`config.mk`:
```
export PLATFORM = sky130hd
export DESIGN_NAME = xdata_router
export DESIGN_NICKNAME = d
export VERILOG_FILES = /design/src/rtl/xdr_pkg.sv /design/src/rtl/xdr_rst_sync.sv /design/src/rtl/xdr_sfr_regs.sv /design/src/rtl/xdr_addr_gen.sv /design/src/rtl/xdr_decode.sv /design/src/rtl/xdata_router.sv
export SDC_FILE = /design/constraint.sdc
export NUM_CORES = 1
export LEC_CHECK = 0
export ABC_AREA = 1
export BUFFER_PORTS_ARGS = -buffer_cell sky130_fd_sc_hd__buf_2
export CORE_UTILIZATION = 45
export CTS_BUF_LIST = sky130_fd_sc_hd__clkbuf_16
export CTS_CLUSTER_DIAMETER = 40
export DETAILED_ROUTE_END_ITERATION = 16
export PLACE_DENSITY = 0.79
export SETUP_SLACK_MARGIN = 0.3
export SLEW_MARGIN = 30
export SYNTH_ARGS = -nofsm -noshare
export SYNTH_HDL_FRONTEND = slang
export SYNTH_SLANG_ARGS = --single-unit
export TNS_END_PERCENT = 100
```
`constraint.sdc`:
```
create_clock -name clk -period 1.2 [get_ports clk]
set_input_delay 0.06 -clock clk [delete_from_list [all_inputs] [get_ports clk]]
set_output_delay 0.06 -clock clk [all_outputs]
set_load 0.02 [all_outputs]
```
`src/rtl/xdr_pkg.sv`:
```
package xdr_pkg;
  typedef enum logic [1:0] {
    TGT_EXT   = 2'd0,
    TGT_RAM   = 2'd1,
    TGT_FLASH = 2'd2
  } tgt_e;

  typedef struct packed {
    logic [7:0] ptr_lo;
    logic [7:0] ptr_hi;
    logic [7:0] page;
    logic       ram_en;
    logic       flash_en;
  } xdr_cfg_t;
endpackage

```
`src/rtl/xdr_rst_sync.sv`:
```
module xdr_rst_sync #(
  parameter int STAGES = 2
) (
  input  logic clk,
  input  logic rst_n,
  output logic rst_n_sync
);
  logic [STAGES-1:0] sync_q;
  logic [STAGES-1:0] sync_d;

  always_comb begin
    sync_d = {sync_q[STAGES-2:0], 1'b1};
  end

  always_ff @(posedge clk or negedge rst_n) begin
    if (!rst_n) sync_q <= '0;
    else        sync_q <= sync_d;
  end

  assign rst_n_sync = sync_q[STAGES-1];
endmodule

```
`src/rtl/xdr_sfr_regs.sv`:
```
module xdr_sfr_regs
  import xdr_pkg::*;
#(
  parameter logic [7:0] PTR_LO_ADDR  = 8'h82,
  parameter logic [7:0] PTR_HI_ADDR  = 8'h83,
  parameter logic [7:0] PAGE_ADDR    = 8'h92,
  parameter logic [7:0] CFG_ADDR     = 8'hBF,
  parameter int         RAM_EN_BIT   = 0,
  parameter int         FLASH_EN_BIT = 1
) (
  input  logic       clk,
  input  logic       rst_n,
  input  logic       wr_en,
  input  logic [7:0] addr,
  input  logic [7:0] wdata,
  output xdr_cfg_t   cfg,
  output logic [7:0] rdata
);
  localparam int NBYTE = 3;

  function automatic logic [7:0] byte_addr(input int idx);
    case (idx)
      0:       return PTR_LO_ADDR;
      1:       return PTR_HI_ADDR;
      default: return PAGE_ADDR;
    endcase
  endfunction

  logic [7:0] byte_q [NBYTE];
  logic       ram_en_q, flash_en_q;
  logic       ram_en_d, flash_en_d;
  logic       cfg_ce;

  for (genvar gi = 0; gi < NBYTE; gi++) begin : g_byte
    logic       ce;
    logic [7:0] d;
    always_comb begin
      ce = wr_en && (addr == byte_addr(gi));
      d  = ce ? wdata : byte_q[gi];
    end
    always_ff @(posedge clk or negedge rst_n) begin
      if (!rst_n) byte_q[gi] <= 8'h00;
      else        byte_q[gi] <= d;
    end
  end

  always_comb begin
    cfg_ce     = wr_en && (addr == CFG_ADDR);
    ram_en_d   = cfg_ce ? wdata[RAM_EN_BIT]   : ram_en_q;
    flash_en_d = cfg_ce ? wdata[FLASH_EN_BIT] : flash_en_q;
  end

  always_ff @(posedge clk or negedge rst_n) begin
    if (!rst_n) begin
      ram_en_q   <= 1'b0;
      flash_en_q <= 1'b0;
    end else begin
      ram_en_q   <= ram_en_d;
      flash_en_q <= flash_en_d;
    end
  end

  always_comb begin
    cfg.ptr_lo   = byte_q[0];
    cfg.ptr_hi   = byte_q[1];
    cfg.page     = byte_q[2];
    cfg.ram_en   = ram_en_q;
    cfg.flash_en = flash_en_q;
  end

  always_comb begin
    rdata = 8'h00;
    if (addr == PTR_LO_ADDR)      rdata = byte_q[0];
    else if (addr == PTR_HI_ADDR) rdata = byte_q[1];
    else if (addr == PAGE_ADDR)   rdata = byte_q[2];
    else if (addr == CFG_ADDR) begin
      rdata[RAM_EN_BIT]   = ram_en_q;
      rdata[FLASH_EN_BIT] = flash_en_q;
    end
  end
endmodule

```
`src/rtl/xdr_addr_gen.sv`:
```
module xdr_addr_gen
  import xdr_pkg::*;
(
  input  xdr_cfg_t    cfg,
  input  logic        indirect,
  input  logic [7:0]  index,
  output logic [15:0] addr
);
  always_comb begin
    if (indirect) addr = {cfg.page, index};
    else          addr = {cfg.ptr_hi, cfg.ptr_lo};
  end
endmodule

```
`src/rtl/xdr_decode.sv`:
```
module xdr_decode
  import xdr_pkg::*;
#(
  parameter logic [15:0] RAM_TOP = 16'h02FF
) (
  input  logic        valid,
  input  logic        write,
  input  logic [15:0] addr,
  input  logic        ram_en,
  input  logic        flash_en,
  output logic        sel_ram,
  output logic        sel_flash,
  output logic        sel_ext,
  output logic        ram_we,
  output logic        ram_re,
  output logic        flash_re,
  output logic        ext_we,
  output logic        ext_re,
  output logic        wr_err
);
  tgt_e tgt;
  logic in_window;

  always_comb begin
    in_window = (addr <= RAM_TOP);
    if (ram_en && in_window) tgt = TGT_RAM;
    else if (flash_en)       tgt = TGT_FLASH;
    else                     tgt = TGT_EXT;
  end

  always_comb begin
    sel_ram   = valid && (tgt == TGT_RAM);
    sel_flash = valid && (tgt == TGT_FLASH);
    sel_ext   = valid && (tgt == TGT_EXT);
    ram_we    = sel_ram   &&  write;
    ram_re    = sel_ram   && !write;
    flash_re  = sel_flash && !write;
    wr_err    = sel_flash &&  write;
    ext_we    = sel_ext   &&  write;
    ext_re    = sel_ext   && !write;
  end
endmodule

```
`src/rtl/xdata_router.sv`:
```
module xdata_router
  import xdr_pkg::*;
#(
  parameter logic [7:0]  PAGE_ADDR = 8'h92,
  parameter logic [7:0]  CFG_ADDR  = 8'hBF,
  parameter logic [15:0] RAM_TOP   = 16'h02FF
) (
  input  logic        clk,
  input  logic        rst_n,
  input  logic        sfr_wr_en,
  input  logic [7:0]  sfr_addr,
  input  logic [7:0]  sfr_wdata,
  output logic [7:0]  sfr_rdata,
  input  logic        req_valid,
  input  logic        req_write,
  input  logic        req_indirect,
  input  logic [7:0]  req_index,
  output logic        sel_ram,
  output logic        sel_flash,
  output logic        sel_ext,
  output logic [15:0] xaddr,
  output logic        ram_we,
  output logic        ram_re,
  output logic        flash_re,
  output logic        ext_we,
  output logic        ext_re,
  output logic        wr_err
);
  logic     rst_n_int;
  xdr_cfg_t cfg;

  xdr_rst_sync #(.STAGES(2)) u_rst (
    .clk        (clk),
    .rst_n      (rst_n),
    .rst_n_sync (rst_n_int)
  );

  xdr_sfr_regs #(
    .PTR_LO_ADDR  (8'h82),
    .PTR_HI_ADDR  (8'h83),
    .PAGE_ADDR    (PAGE_ADDR),
    .CFG_ADDR     (CFG_ADDR),
    .RAM_EN_BIT   (0),
    .FLASH_EN_BIT (1)
  ) u_regs (
    .clk   (clk),
    .rst_n (rst_n_int),
    .wr_en (sfr_wr_en),
    .addr  (sfr_addr),
    .wdata (sfr_wdata),
    .cfg   (cfg),
    .rdata (sfr_rdata)
  );

  xdr_addr_gen u_agen (
    .cfg      (cfg),
    .indirect (req_indirect),
    .index    (req_index),
    .addr     (xaddr)
  );

  xdr_decode #(.RAM_TOP(RAM_TOP)) u_dec (
    .valid     (req_valid),
    .write     (req_write),
    .addr      (xaddr),
    .ram_en    (cfg.ram_en),
    .flash_en  (cfg.flash_en),
    .sel_ram   (sel_ram),
    .sel_flash (sel_flash),
    .sel_ext   (sel_ext),
    .ram_we    (ram_we),
    .ram_re    (ram_re),
    .flash_re  (flash_re),
    .ext_we    (ext_we),
    .ext_re    (ext_re),
    .wr_err    (wr_err)
  );
endmodule

```
[Word level (Yosys, flattened, before mapping)]
Index checks and enable logic that the tools add are counted.
Word-level totals
  register bits: 28
  bits in latches: 0
  logic and storage cells: 37
  output and inout bits: 33
  RAM bits: 0
  bits in read-only memories: 0
  bits of input ports: 30
  memories kept: 0
Operators by class
  order comparisons: 1
  add/sub/neg operators: 0
  div/mod/pow operators: 0
  mux-type cells: 8
  $mul: 0
  shift-type cells: 0
  reduce and logical (&&, ||, !) cells: 16
  bitwise operators: 0
  equal/unequal tests: 6
Operators with widths (count)
  equality test 8 bit (second input constant): 4
  less-or-equal comparator 16 x 10 -> 1 bit (second input constant): 1
  2-to-1 mux 16 bit: 1
  2-to-1 mux 8 bit: 2
  logical AND 1 bit: 14
  2-to-1 mux 2 bit: 4
  2-to-1 mux 6 bit: 1
  equality test 2 x 1 -> 1 bit (second input constant): 1
  equality test 2 bit (second input constant): 1
  logical NOT 2 bit: 1
  logical NOT 1 bit: 1

[Logic depth before layout (Yosys ltp)]
Gate-level depths: netlist of run 1.
  depth after elaboration: 7
  mapped depth: 9
  mapped depth without buffers: 9

[By module]
Synthesis of run 1 repeated with hierarchy kept, for this count alone.
Second synthesis, totals
  cell total of the unflattened synthesis: 260
  area total of the unflattened synthesis: 1838.0 µm²
By module, submodules not included
  xdr_sfr_regs: cells each 182, area an instance 1421.4 µm², times used 1
  xdr_addr_gen: cells each 52, area an instance 244.0 µm², times used 1
  xdr_decode: cells each 23, area an instance 118.9 µm², times used 1
  xdr_rst_sync: cells each 3, area an instance 53.8 µm², times used 1

[Worst setup path before layout of run 1]
Ideal clock, no wire load.
  kind: register to output
  start point: register u_regs.byte_q (netlist bit u_regs.cfg[15])
  end point: output port ram_re
  data arrival time: 1308 ps
  path buffers: 0
  required time: 1140 ps
  stages on the path, launching flop included: 6
  path slack: -168 ps
  cells stage by stage: dfrtp_1 -> nand2_1 -> nand2_1 -> nor2_1 -> nand3_2 -> nor3_1
On the way
  word-level cells in the longest chain between the ends: 7
Ends and longest elaborated chain
  from (decl): RTL line xdr_sfr_regs.sv:29  | logic [7:0] byte_q [NBYTE];
  from (signal, indexed assignment): RTL line xdr_sfr_regs.sv:42  | if (!rst_n) byte_q[gi] <= 8'h00;
  from (signal, indexed assignment): RTL line xdr_sfr_regs.sv:43  | else byte_q[gi] <= d;
  2-to-1 mux 16 bit: RTL line xdr_addr_gen.sv:10  | if (indirect) addr = {cfg.page, index};
  net xaddr[13]: RTL line xdata_router.sv:21  | output logic [15:0] xaddr,
  less-or-equal comparator 16 x 10 -> 1 bit: RTL line xdr_decode.sv:25  | in_window = (addr <= RAM_TOP);
  logical AND 1 bit: RTL line xdr_decode.sv:26  | if (ram_en && in_window) tgt = TGT_RAM;
  2-to-1 mux 2 bit: RTL line xdr_decode.sv:26
  equality test 2 x 1 -> 1 bit: RTL line xdr_decode.sv:32  | sel_ram = valid && (tgt == TGT_RAM);
  logical AND 1 bit: RTL line xdr_decode.sv:32
  logical AND 1 bit: RTL line xdr_decode.sv:36  | ram_re = sel_ram && !write;
  to (decl): RTL line xdata_router.sv:23  | output logic ram_re,
The timed path passes the listed nets, and every way through them passes these cells.

[Worst setup path after layout of run 1]
  start point: register u_regs.byte_q (netlist bit u_regs.cfg[8])
  end point: output port ext_we
On the way
  word-level cells in the longest chain between the ends: 7
Ends and longest elaborated chain
  2-to-1 mux 16 bit: RTL line xdr_addr_gen.sv:10
  less-or-equal comparator 16 x 10 -> 1 bit: RTL line xdr_decode.sv:25
  logical AND 1 bit: RTL line xdr_decode.sv:26
  2-to-1 mux 2 bit: RTL line xdr_decode.sv:26
  logical NOT 2 bit: RTL line xdr_decode.sv:34  | sel_ext = valid && (tgt == TGT_EXT);
  logical AND 1 bit: RTL line xdr_decode.sv:34
  logical AND 1 bit: RTL line xdr_decode.sv:39  | ext_we = sel_ext && write;
  to (decl): RTL line xdata_router.sv:25  | output logic ext_we,
Every way passes these cells.

==> flow_summary.yaml, run 1 <==
run_status:
  status: "finished with violations"
  failed_checks: "setup timing"
logic_synthesis:
  syn_avg_cell_area_um2: 7.18
  synth-edff-count: 0
  synth_top_area_share_pct: 40.8
  syn_nets: 269
  yosysWarnings: 0
  syn-instance-count: 239
  synthArstFlopShare_pct: 100
  synth.largest_area_cell: "dfrtp_1"
  netlist_top_cells_count: "nand2_1, inv_1, dfrtp_1"
  synth_most_common_cell: "nand2_1"
  yosysSeqAreaShare_pct: 40.8
  ys_seq_elements: 28
  synth_cell_type_count: 22
  synth_flop_cell: "dfrtp_1"
  netlist_area_um2: 1720
  yosys-top-cells-area: "dfrtp_1, nand2_1, inv_1, o21ai_2, o21ai_0"
worst_hold_path:
  hold_depth: 3
  hp-class: "in -> reg"
final_layout:
  fin_util_pct: 84.5
  fin_nets: 389
  diodes: 0
  stdcell_count: 406
  layout-drive-gt1-share_pct: 57.8
  syn2layout_area_growth_pct: 80.2
global_route:
  busiest_layer: "met2"
  first_global_vias: 2013
  grtUsageMet1_pct: 31.3
  grt-ovfl-total: 0
  grt_usage_pct: 28.0
  grt_first_pass_wirelength_um: 8850
  use_met3_pct: 4.64
  antenna_found_initial: 0
  grt_max_degree: 27
  grt_util_met2_pct: 53.2
power:
  p_per_area_nw_per_um2: 894
  power_mw: 2.76
  p_leak_nw: 1.61
  max-vdd-ir-drop_mv: 0.888
floorplanning:
  row_count: 22
  start_util_pct: 46.9
  chipHeight_um: 63.8
  core_um2: 3660
  die_x_um: 63.8
  die_area_um2: 4070
  io_pins: 63
sta:
  rsz0062_at_grt: "yes"
  setup_violations: 19
  period_share_pct: 139
  hold_ws_ps: 14.9
  drv_slew: 0
  hold_violations: 0
  setup_ws_ps: -468
  fmax_mhz: 599
  fin_skew_ps: 3.62
  period_needed_ps: 1670
place:
  post-place-ws_ps: -143
  gp_congestion: 0.776
  place_inst: 368
  io_buffer_count: 62
  dp_hpwl_um: 3190
setup_path:
  start_kind: "flip-flop"
  reg2regPathDepth: 5
  crit_path_max_fanout: 5
  path_class: "reg -> out"
  worst_ep_arrival_time_ps: 1610
  cp_data_required_time_ps: 1140
  cp-end-kind: "output port"
clock_tree:
  cts_buffer_depth: 2
  htreeDepth: 1
  clkLatencyLatePin_ps: 270
  clock_sinks: 28
  clkTransAtPathRegs_ps: 70
  numCtsBuffers: 3
  cts_tree: "built"
  cts_root_buffer: "clkbuf_16"
drt:
  vias_per_cell: 5.25
  drtIter0Drc: 129
  finalWirelength_um: 6650
  vias: 2133
  first_pass_iters: 4
  drc_errors: 0
  antenna_left: 0
  wire_per_inst_um: 16.4
flow_run:
  cap_violations: 0
==> path summary, 6_finish.rpt <==
kind	start	to	slack [ps]
worst max register to register	u_regs.cfg[7]$_DFFE_PN0P_	u_regs.cfg[7]$_DFFE_PN0P_	200
max in group asynchronous	u_rst.sync_q[1]$_DFF_PN0_	u_regs.cfg[2]$_DFFE_PN0P_	700
worst max-delay path	u_regs.cfg[8]$_DFFE_PN0P_	ext_we	-470
worst min-delay path	sfr_wdata[6]	u_regs.cfg[24]$_DFFE_PN0P_	10
worst min register to register	u_rst.sync_q[1]$_DFF_PN0_	u_regs.cfg[15]$_DFFE_PN0P_	230
min in group asynchronous	rst_n	u_rst.sync_q[0]$_DFF_PN0_	110
==> routing by layer <==
metal | up-vias | part of all wire (%)
li1 | 974 | -
met1 | 1027 | 37
met2 | 111 | 55
met3 | 21 | 5.6
met4 | 0 | 2.9
met5 | - | 0
==> cell type report <==
type | count | area (µm²)
tap | 48 | 60.1
multi-input combinational | 160 | 998
sequential | 28 | 701
timing repair buffer | 121 | 1040
fill | 207 | 568
clock buffer | 3 | 75.1
clock inverter | 1 | 30.0
inverter | 45 | 186
==> logic make-up after synthesis <==
family          after synthesis  share of synthesized area, %
compound gates               38                          15.3
buf+inv                      51                          13.1
flops                        28                          40.8
other cells                   1                         0.218
simple gates                121                          30.5
==> worst max-delay path, cell delays in order (launching register included) <==
cell and delay (ps):
dfrtp_1 410, inv_2 70, nand2_1 60, nand2_2 80, nand2_2 70, nor2_4 130, nand3_4 170, nand3_4 170
nor2_4 40, buf_6 130
==> through the flow <==
step           area [µm²]  setup TNS, ps
5_1_grt              3090          -7100
6_report             3090          -6070
3_5_place_dp         2380          -1070
3_3_place_gp         2380           -837
4_1_cts              2860          -4720
2_1_floorplan        1870              0
==> sequential cells by signal (all words and copies together) (netlist names) <==
signal and cells:
u_regs.cfg 24, u_regs.ram_en_q 1, u_rst.sync_q 2, u_regs.flash_en_q 1
==> cell usage in the layout (no fill, tap or decap), types with 2 or more instances in the layout <==
| cell | netlist | layout |
|---|---|---|
| clkbuf_16 | 0 | 3 |
| buf_6 | 4 | 51 |
| inv_1 | 42 | 21 |
| nor2_2 | 0 | 2 |
| o211ai_1 | 4 | 4 |
| buf_2 | 0 | 29 |
| o21ai_1 | 0 | 12 |
| nand3_4 | 0 | 3 |
| dfrtp_1 | 28 | 28 |
| nand4_1 | 2 | 2 |
| nand2_8 | 0 | 2 |
| o21ai_2 | 16 | 20 |
| inv_2 | 3 | 19 |
| nor2_4 | 1 | 6 |
| nand2_1 | 92 | 74 |
| clkinv_4 | 0 | 2 |
| buf_4 | 1 | 39 |
| nand2_4 | 2 | 3 |
| nand2_2 | 2 | 17 |
| inv_4 | 0 | 3 |
| nor2_1 | 10 | 3 |
| nor3_4 | 0 | 4 |
==> power breakdown <==
part	switching, mW	internal [mW]
Sequential	0.0428	1.00
Combinational	0.376	0.335
Clock	0.346	0.666
Total	0.764	2.00
==> timing repair <==
| item | 4_1_cts | 5_1_grt |
|---|---|---|
| pin swaps | 20 | 22 |
| setup buffers | 20 | 13 |
| endpoints found under the setup margin | 41 | 50 |
| resized for setup | 76 | 45 |
| hold buffers | 1 | 0 |
| endpoints found under the hold margin | 2 | 0 |
No activity file was read; power rests on OpenSTA's default activity.
==> run 2: changes to the inputs <==
--- a/config.mk
+++ b/config.mk
@@ -5,13 +5,12 @@
 export SDC_FILE = /design/constraint.sdc
 export NUM_CORES = 1
 export LEC_CHECK = 0
-export ABC_AREA = 1
 export BUFFER_PORTS_ARGS = -buffer_cell sky130_fd_sc_hd__buf_2
 export CORE_UTILIZATION = 45
 export CTS_BUF_LIST = sky130_fd_sc_hd__clkbuf_16
 export CTS_CLUSTER_DIAMETER = 40
 export DETAILED_ROUTE_END_ITERATION = 16
-export PLACE_DENSITY = 0.79
+export PLACE_DENSITY = 0.78
 export SETUP_SLACK_MARGIN = 0.3
 export SLEW_MARGIN = 30
 export SYNTH_ARGS = -nofsm -noshare
==> flow_summary.yaml, run 2 <==
sta:
  rsz0062_at_grt: "yes"
  setup_ws_ps: -546
  fin_skew_ps: 2.43
  drv_slew: 0
  hold_violations: 0
  setup_violations: 47
  period_share_pct: 146
  fmax_mhz: 573
  period_needed_ps: 1750
logic_synthesis:
  yosysWarnings: 0
  synth_flop_cell: "dfrtp_1"
  synth-edff-count: 0
  synth.largest_area_cell: "dfrtp_1"
  ys_seq_elements: 28
  syn-instance-count: 163
  netlist_top_cells_count: "dfrtp_1, mux2_2, inv_1"
  syn_nets: 193
  yosysSeqAreaShare_pct: 39.7
  netlist_area_um2: 1770
  syn_avg_cell_area_um2: 10.8
  yosys-top-cells-area: "dfrtp_1, mux2_2, mux2_4, a2111oi_0, o32a_1"
  synthArstFlopShare_pct: 100
  synth_top_area_share_pct: 39.7
  synth_cell_type_count: 37
place:
  place_inst: 327
  post-place-ws_ps: -511
  dp_hpwl_um: 4180
  io_buffer_count: 62
  gp_congestion: 0.839
floorplanning:
  io_pins: 63
  chipHeight_um: 64.6
  die_x_um: 64.6
  core_um2: 3720
  die_area_um2: 4180
  row_count: 22
  start_util_pct: 47.5
setup_path:
  path_class: "reg -> out"
  worstReg2RegStart: "u_regs.cfg[16]$_DFFE_PN0P_"
  crit_path_max_fanout: 4
  cp_data_required_time_ps: 1140
  start_kind: "flip-flop"
  cp-startpoint: "u_regs.cfg[17]$_DFFE_PN0P_"
  cp-end-kind: "output port"
  worst_ep_arrival_time_ps: 1690
final_layout:
  largest_register_ffs: 24
  layout-drive-gt1-share_pct: 77.6
  final_common_cell: "buf_6"
  diodes: 0
  stdcell_count: 343
  syn2layout_area_growth_pct: 97.3
  most-common-layout-cells: "buf_6, buf_4, mux2_4, buf_2, dfrtp_1"
  fin_nets: 326
drt:
  vias: 2183
  wire_per_inst_um: 26.6
  drc_errors: 0
  first_pass_iters: 4
  vias_per_cell: 6.36
  drtIter0Drc: 180
  antenna_left: 0
  finalWirelength_um: 9120
global_route:
  first_global_vias: 2264
  grt_first_pass_wirelength_um: 11900
  antenna_found_initial: 0
  grt_usage_pct: 38.5
  grt_max_degree: 16
  grt-ovfl-total: 0
clock_tree:
  cts_buffer_depth: 2
  clock_sinks: 28
  cts_tree: "built"
  cts_root_buffer: "clkbuf_16"
  htreeDepth: 1
  clkTransAtPathRegs_ps: 70
  clkLatencyLatePin_ps: 260
  numCtsBuffers: 3
worst_hold_path:
  hp-class: "in -> reg"
  min_from: "sfr_wdata[6]"
run_status:
  status: "finished with violations"
  failed_checks: "setup timing"
power:
  p_leak_nw: 1.60
  max-vdd-ir-drop_mv: 0.543
  p_per_area_nw_per_um2: 768
flow_run:
  cap_violations: 0
run 2: cell types whose count changed after synthesis, moves of 6 or more:
cell and delta:
inv_1 -28, nand2_1 -83, o32a_1 +6, mux2_4 +8
o21ai_2 -16, clkbuf_1 +6, mux2_2 +28, o21ai_0 -11
a2111oi_0 +7
run 2: cell families after synthesis:
family | after synthesis | share of synthesized area (%)
flops | 28 | 39.7
mux | 38 | 25.8
other cells | 1 | 0.212
simple gates | 41 | 14.9
buf+inv | 24 | 5.81
compound gates | 31 | 13.6
run 2: power by group:
part | leakage (nW) | switching, mW | internal, mW | total, mW
Sequential | 0.374 | 0.0585 | 0.990 | 1.05
Combinational | 1.19 | 0.411 | 0.426 | 0.837
Clock | 0.0385 | 0.341 | 0.448 | 0.789
run 2: routing by layer:
metal  part of all wire, %  up-vias  track usage, %
met5                     0        -               0
met4                   6.8        0            22.8
met3                   8.4       55            3.52
met2                    50      184            68.6
met1                    34     1064            44.7
li1                      -      880               -
run 2: path summary, 6_finish.rpt:
| check | to | slack, ps | depth (start not counted) |
|---|---|---|---|
| max in group asynchronous | u_regs.cfg[14]$_DFFE_PN0P_ | 610 | 1 |
| setup reg to reg | u_regs.cfg[16]$_DFFE_PN0P_ | -20 | 4 |
| setup / recovery | flash_re | -550 | 5 |
| min in group asynchronous | u_regs.cfg[9]$_DFFE_PN0P_ | 100 | 0 |
| hold / removal | u_regs.cfg[8]$_DFFE_PN0P_ | 70 | 2 |
| hold reg to reg | u_regs.cfg[9]$_DFFE_PN0P_ | 100 | 0 |
run 2: area by class of cell:
class | count | area (µm²)
clock buffers | 3 | 75.1
clock inverters | 1 | 3.75
fillers | 109 | 233
inverters | 14 | 52.6
multi-input cells | 111 | 1390
flip-flops and latches | 28 | 707
well taps | 48 | 60.1
repair buffers | 138 | 1190
run 2: critical path: stages, from the launching register on:
cell      delay, ps
dfrtp_1         430
nor2_1          130
a22o_4          310
buf_6           130
a211oi_4        270
buf_6           160
run 2: timing repair:
action | 4_1_cts | 5_1_grt
cloned | 0 | 0
pin swaps | 13 | 9
buffers inserted | 7 | 4
hold endpoints to repair | 2 | 0
resized for setup | 141 | 23
hold buffers | 1 | 0
setup endpoints to repair | 59 | 59
run 2: metrics by stage:
stage	power, mW	hold WS (ps)	area [µm²]	TNS (ps)	utilization (%)
3_3_place_gp	1.58	-153	2710	-16010	72.8
4_1_cts	2.54	73.7	3340	-12960	89.8
5_1_grt	2.75	74.3	3480	-16120	93.7
2_1_floorplan	1.34	-236	1920	-9080	-
3_5_place_dp	1.60	-148	2710	-16890	72.8
6_report	2.67	74.7	3480	-15240	93.7
==> run 3: changes to the inputs <==
--- a/config.mk
+++ b/config.mk
@@ -6,11 +6,13 @@
 export NUM_CORES = 1
 export LEC_CHECK = 0
 export BUFFER_PORTS_ARGS = -buffer_cell sky130_fd_sc_hd__buf_2
-export CORE_UTILIZATION = 45
+export CORE_MARGIN = 2
+export CORE_UTILIZATION = 50
 export CTS_BUF_LIST = sky130_fd_sc_hd__clkbuf_16
 export CTS_CLUSTER_DIAMETER = 40
 export DETAILED_ROUTE_END_ITERATION = 16
-export PLACE_DENSITY = 0.78
+export PLACE_DENSITY = 0.85
+export RECOVER_POWER = 25
 export SETUP_SLACK_MARGIN = 0.3
 export SLEW_MARGIN = 30
 export SYNTH_ARGS = -nofsm -noshare
==> flow_summary.yaml, run 3 <==
logic_synthesis:
  synth_flop_cell: "dfrtp_1"
  synthArstFlopShare_pct: 100
  yosysWarnings: 0
  netlist_area_um2: 1770
  syn_nets: 193
  yosys-top-cells-area: "dfrtp_1, mux2_2, mux2_4, a2111oi_0, o32a_1"
  syn-instance-count: 163
  synth_top_area_share_pct: 39.7
  synth.largest_area_cell: "dfrtp_1"
  netlist_top_cells_count: "dfrtp_1, mux2_2, inv_1"
  synth_cell_type_count: 37
  syn_avg_cell_area_um2: 10.8
  ys_seq_elements: 28
  yosysSeqAreaShare_pct: 39.7
  synth-edff-count: 0
sta:
  worst_endpoint_kind: "output port"
  postGrtWorstEndpoint: "ext_re"
run_status:
  error: "[ERROR DPL-0038] Utilization greater than 100%, impossible to legalize"
  stop_stage: "global routing"
  status: "stopped before the end"
floorplanning:
  die_x_um: 63.4
  row_count: 21
  start_util_pct: 52.5
  chipHeight_um: 63.4
  io_pins: 63
place:
  gp_congestion: 0.784
  postPlaceCellArea_um2: 2590
  io_buffer_count: 62
  dp_hpwl_um: 4120
  post-place-ws_ps: -557
global_route:
  grt_max_degree: 27
clock_tree:
  htreeDepth: 1
  numCtsBuffers: 3
  cts_root_buffer: "clkbuf_16"
  cts_buffer_depth: 2
  clock_sinks: 28
[run 3: cell counts after synthesis]
Identical to the previous run, type by type.
[run 3: cell families after synthesis]
family,Yosys count,share of synthesized area (%)
buffers and inverters,24,5.81
AOI/OAI and AO/OA,31,13.6
muxes,38,25.8
and+or+nand+nor,41,14.9
DFF,28,39.7
other,1,0.212
[run 3: timing repair]
item / 4_1_cts
resized for setup: 124
setup buffers: 8
setup endpoints to repair: 59
cloned: 1
hold endpoints to repair: 2
pin swaps: 15
hold buffers: 1
[run 3: metrics by stage]
step	utilization (%)	hold slack [ps]	std cells
after floorplan	-	-236	163
after global placement	77.1	-155	307
after detailed placement	77.1	-154	307
after CTS	94.8	67.0	320
==> run 4: changes to the inputs <==
--- a/config.mk
+++ b/config.mk
@@ -7,13 +7,10 @@
 export LEC_CHECK = 0
 export BUFFER_PORTS_ARGS = -buffer_cell sky130_fd_sc_hd__buf_2
 export CORE_MARGIN = 2
-export CORE_UTILIZATION = 50
-export CTS_BUF_LIST = sky130_fd_sc_hd__clkbuf_16
-export CTS_CLUSTER_DIAMETER = 40
+export CORE_UTILIZATION = 40
 export DETAILED_ROUTE_END_ITERATION = 16
-export PLACE_DENSITY = 0.85
+export PLACE_DENSITY_LB_ADDON = 0.15
 export RECOVER_POWER = 25
-export SETUP_SLACK_MARGIN = 0.3
 export SLEW_MARGIN = 30
 export SYNTH_ARGS = -nofsm -noshare
 export SYNTH_HDL_FRONTEND = slang
==> flow_summary.yaml, run 4 (synthesis gave the netlist of run 2 again) <==
run_status:
  status: "finished with violations"
  failed_checks: "setup timing"
sta:
  drv_slew: 0
  period_needed_ps: 1740
  rsz0062_at_grt: "yes"
  worstMarginPinSlew_ps: 672
  relSlewSlack_pct: 55.2
  setup_ws_ps: -539
  hold_ws_ps: 44.3
  fmax_mhz: 575
  fin_skew_ps: 3.51
  hold_violations: 0
  setup_violations: 49
  fin_setup_tns_ps: -14060
  period_share_pct: 145
setup_path:
  worstReg2RegStart: "u_regs.cfg[11]$_DFFE_PN0P_"
  rr_endpoint: "u_regs.cfg[11]$_DFFE_PN0P_"
  reg2regPathDepth: 5
  r2r_setup_slack_ps: -80
  cp-end-kind: "output port"
  worst_ep_arrival_time_ps: 1680
  path_class: "reg -> out"
  cp-startpoint: "u_regs.cfg[11]$_DFFE_PN0P_"
  start_kind: "flip-flop"
  cp_data_required_time_ps: 1140
  crit_path_max_fanout: 2
final_layout:
  seq_area_um2: 706
  layout-drive-gt1-share_pct: 74.9
  n_fill_cell: 259
  multi_input_area_um2: 1350
  most-common-layout-cells: "buf_6, buf_4, buf_2, mux2_4, dfrtp_1"
  final_common_cell: "buf_6"
  stdcell_count: 335
  diodes: 0
  final_cell_area_um2: 3350
  largest_register_ffs: 24
  fin_nets: 314
  syn2layout_area_growth_pct: 89.9
  fin_util_pct: 78.1
drt:
  wire_per_inst_um: 20.2
  drtIter0Drc: 79
  vias_per_cell: 5.70
  drc_errors: 0
  first_pass_iters: 4
  vias: 1909
  antenna_left: 0
  finalWirelength_um: 6750
place:
  place_inst: 314
  gp_congestion: 0.848
  post-place-ws_ps: -511
  postPlaceCellArea_um2: 2590
  io_buffer_count: 62
  dp_hpwl_um: 4190
floorplanning:
  die_area_um2: 4960
  row_count: 24
  start_util_pct: 41.1
  chipHeight_um: 70.4
  core_um2: 4290
  die_x_um: 70.4
  io_pins: 63
worst_hold_path:
  hold_end: "u_regs.cfg[20]$_DFFE_PN0P_"
  hp-class: "in -> reg"
  min_from: "sfr_wdata[2]"
  hold_depth: 2
global_route:
  grtUsageMet1_pct: 32.5
  grt_util_met2_pct: 45.2
  grt_usage_pct: 25.8
  antenna_found_initial: 0
  first_global_vias: 2031
  busiest_layer: "met2"
  grt_first_pass_wirelength_um: 10100
  grt-ovfl-total: 0
  use_met3_pct: 4.18
  grt_max_degree: 27
power:
  p_leak_nw: 1.51
  power_mw: 2.55
  max-vdd-ir-drop_mv: 0.527
  p_per_area_nw_per_um2: 761
clock_tree:
  htreeDepth: 1
  clkTransAtPathRegs_ps: 100
  cts_buffer_depth: 2
  clkLatencyLatePin_ps: 270
  clock_sinks: 28
  cts_tree: "built"
  numCtsBuffers: 3
  cts_root_buffer: "clkbuf_8"
flow_run:
  cap_violations: 0
-- run 4: worst max-delay path by stage --
stage                                 end  slack (ps)  depth (start not counted)
6_report                     sfr_rdata[1]        -540                          7
4_1_cts                            ram_re        -510                          4
5_1_grt                            ram_re        -620                          4
3_5_place_dp   u_regs.cfg[17]$_DFFE_PN0P_        -510                          5
3_3_place_gp   u_regs.cfg[11]$_DFFE_PN0P_        -500                          5
2_1_floorplan  u_regs.cfg[10]$_DFFE_PN0P_        -320                          4
-- run 4: final cells by class --
| class | count | area share [%] |
|---|---|---|
| multi-input combinational | 111 | 40.4 |
| timing repair buffer | 126 | 32.7 |
| sequential | 28 | 21.1 |
| tap | 52 | 1.94 |
| inverter | 14 | 1.87 |
| clock buffer | 3 | 1.23 |
| clock inverter | 1 | 0.896 |
-- run 4: what timing repair did --
item / CTS / global route
setup buffers: 6 / 11
gates resized for setup: 91 / 62
pin swaps: 17 / 15
setup endpoints to repair: 47 / 54
gates cloned: 1 / 0
hold buffers: 1 / 0
endpoints found under the hold margin: 2 / 0
-- run 4: metal layers --
layer / wire length (µm) / vias up
met5: 0 / -
met4: 134 / 0
met3: 287 / 17
met2: 3540 / 76
met1: 2790 / 963
li1: - / 853
-- run 4: critical path, cell delays in order, from the launching register on --
cell and delay, ps:
dfrtp_1 430, buf_4 150, buf_6 110, buf_6 110, mux2i_4 130, nor4_2 50
a221o_1 280, buf_6 140
-- run 4: power by group --
| part | switching (mW) | leakage, nW | internal, mW |
|---|---|---|---|
| clock network | 0.313 | 0.0357 | 0.447 |
| logic | 0.361 | 1.10 | 0.394 |
| registers | 0.0481 | 0.375 | 0.989 |
| total | 0.722 | 1.51 | 1.83 |
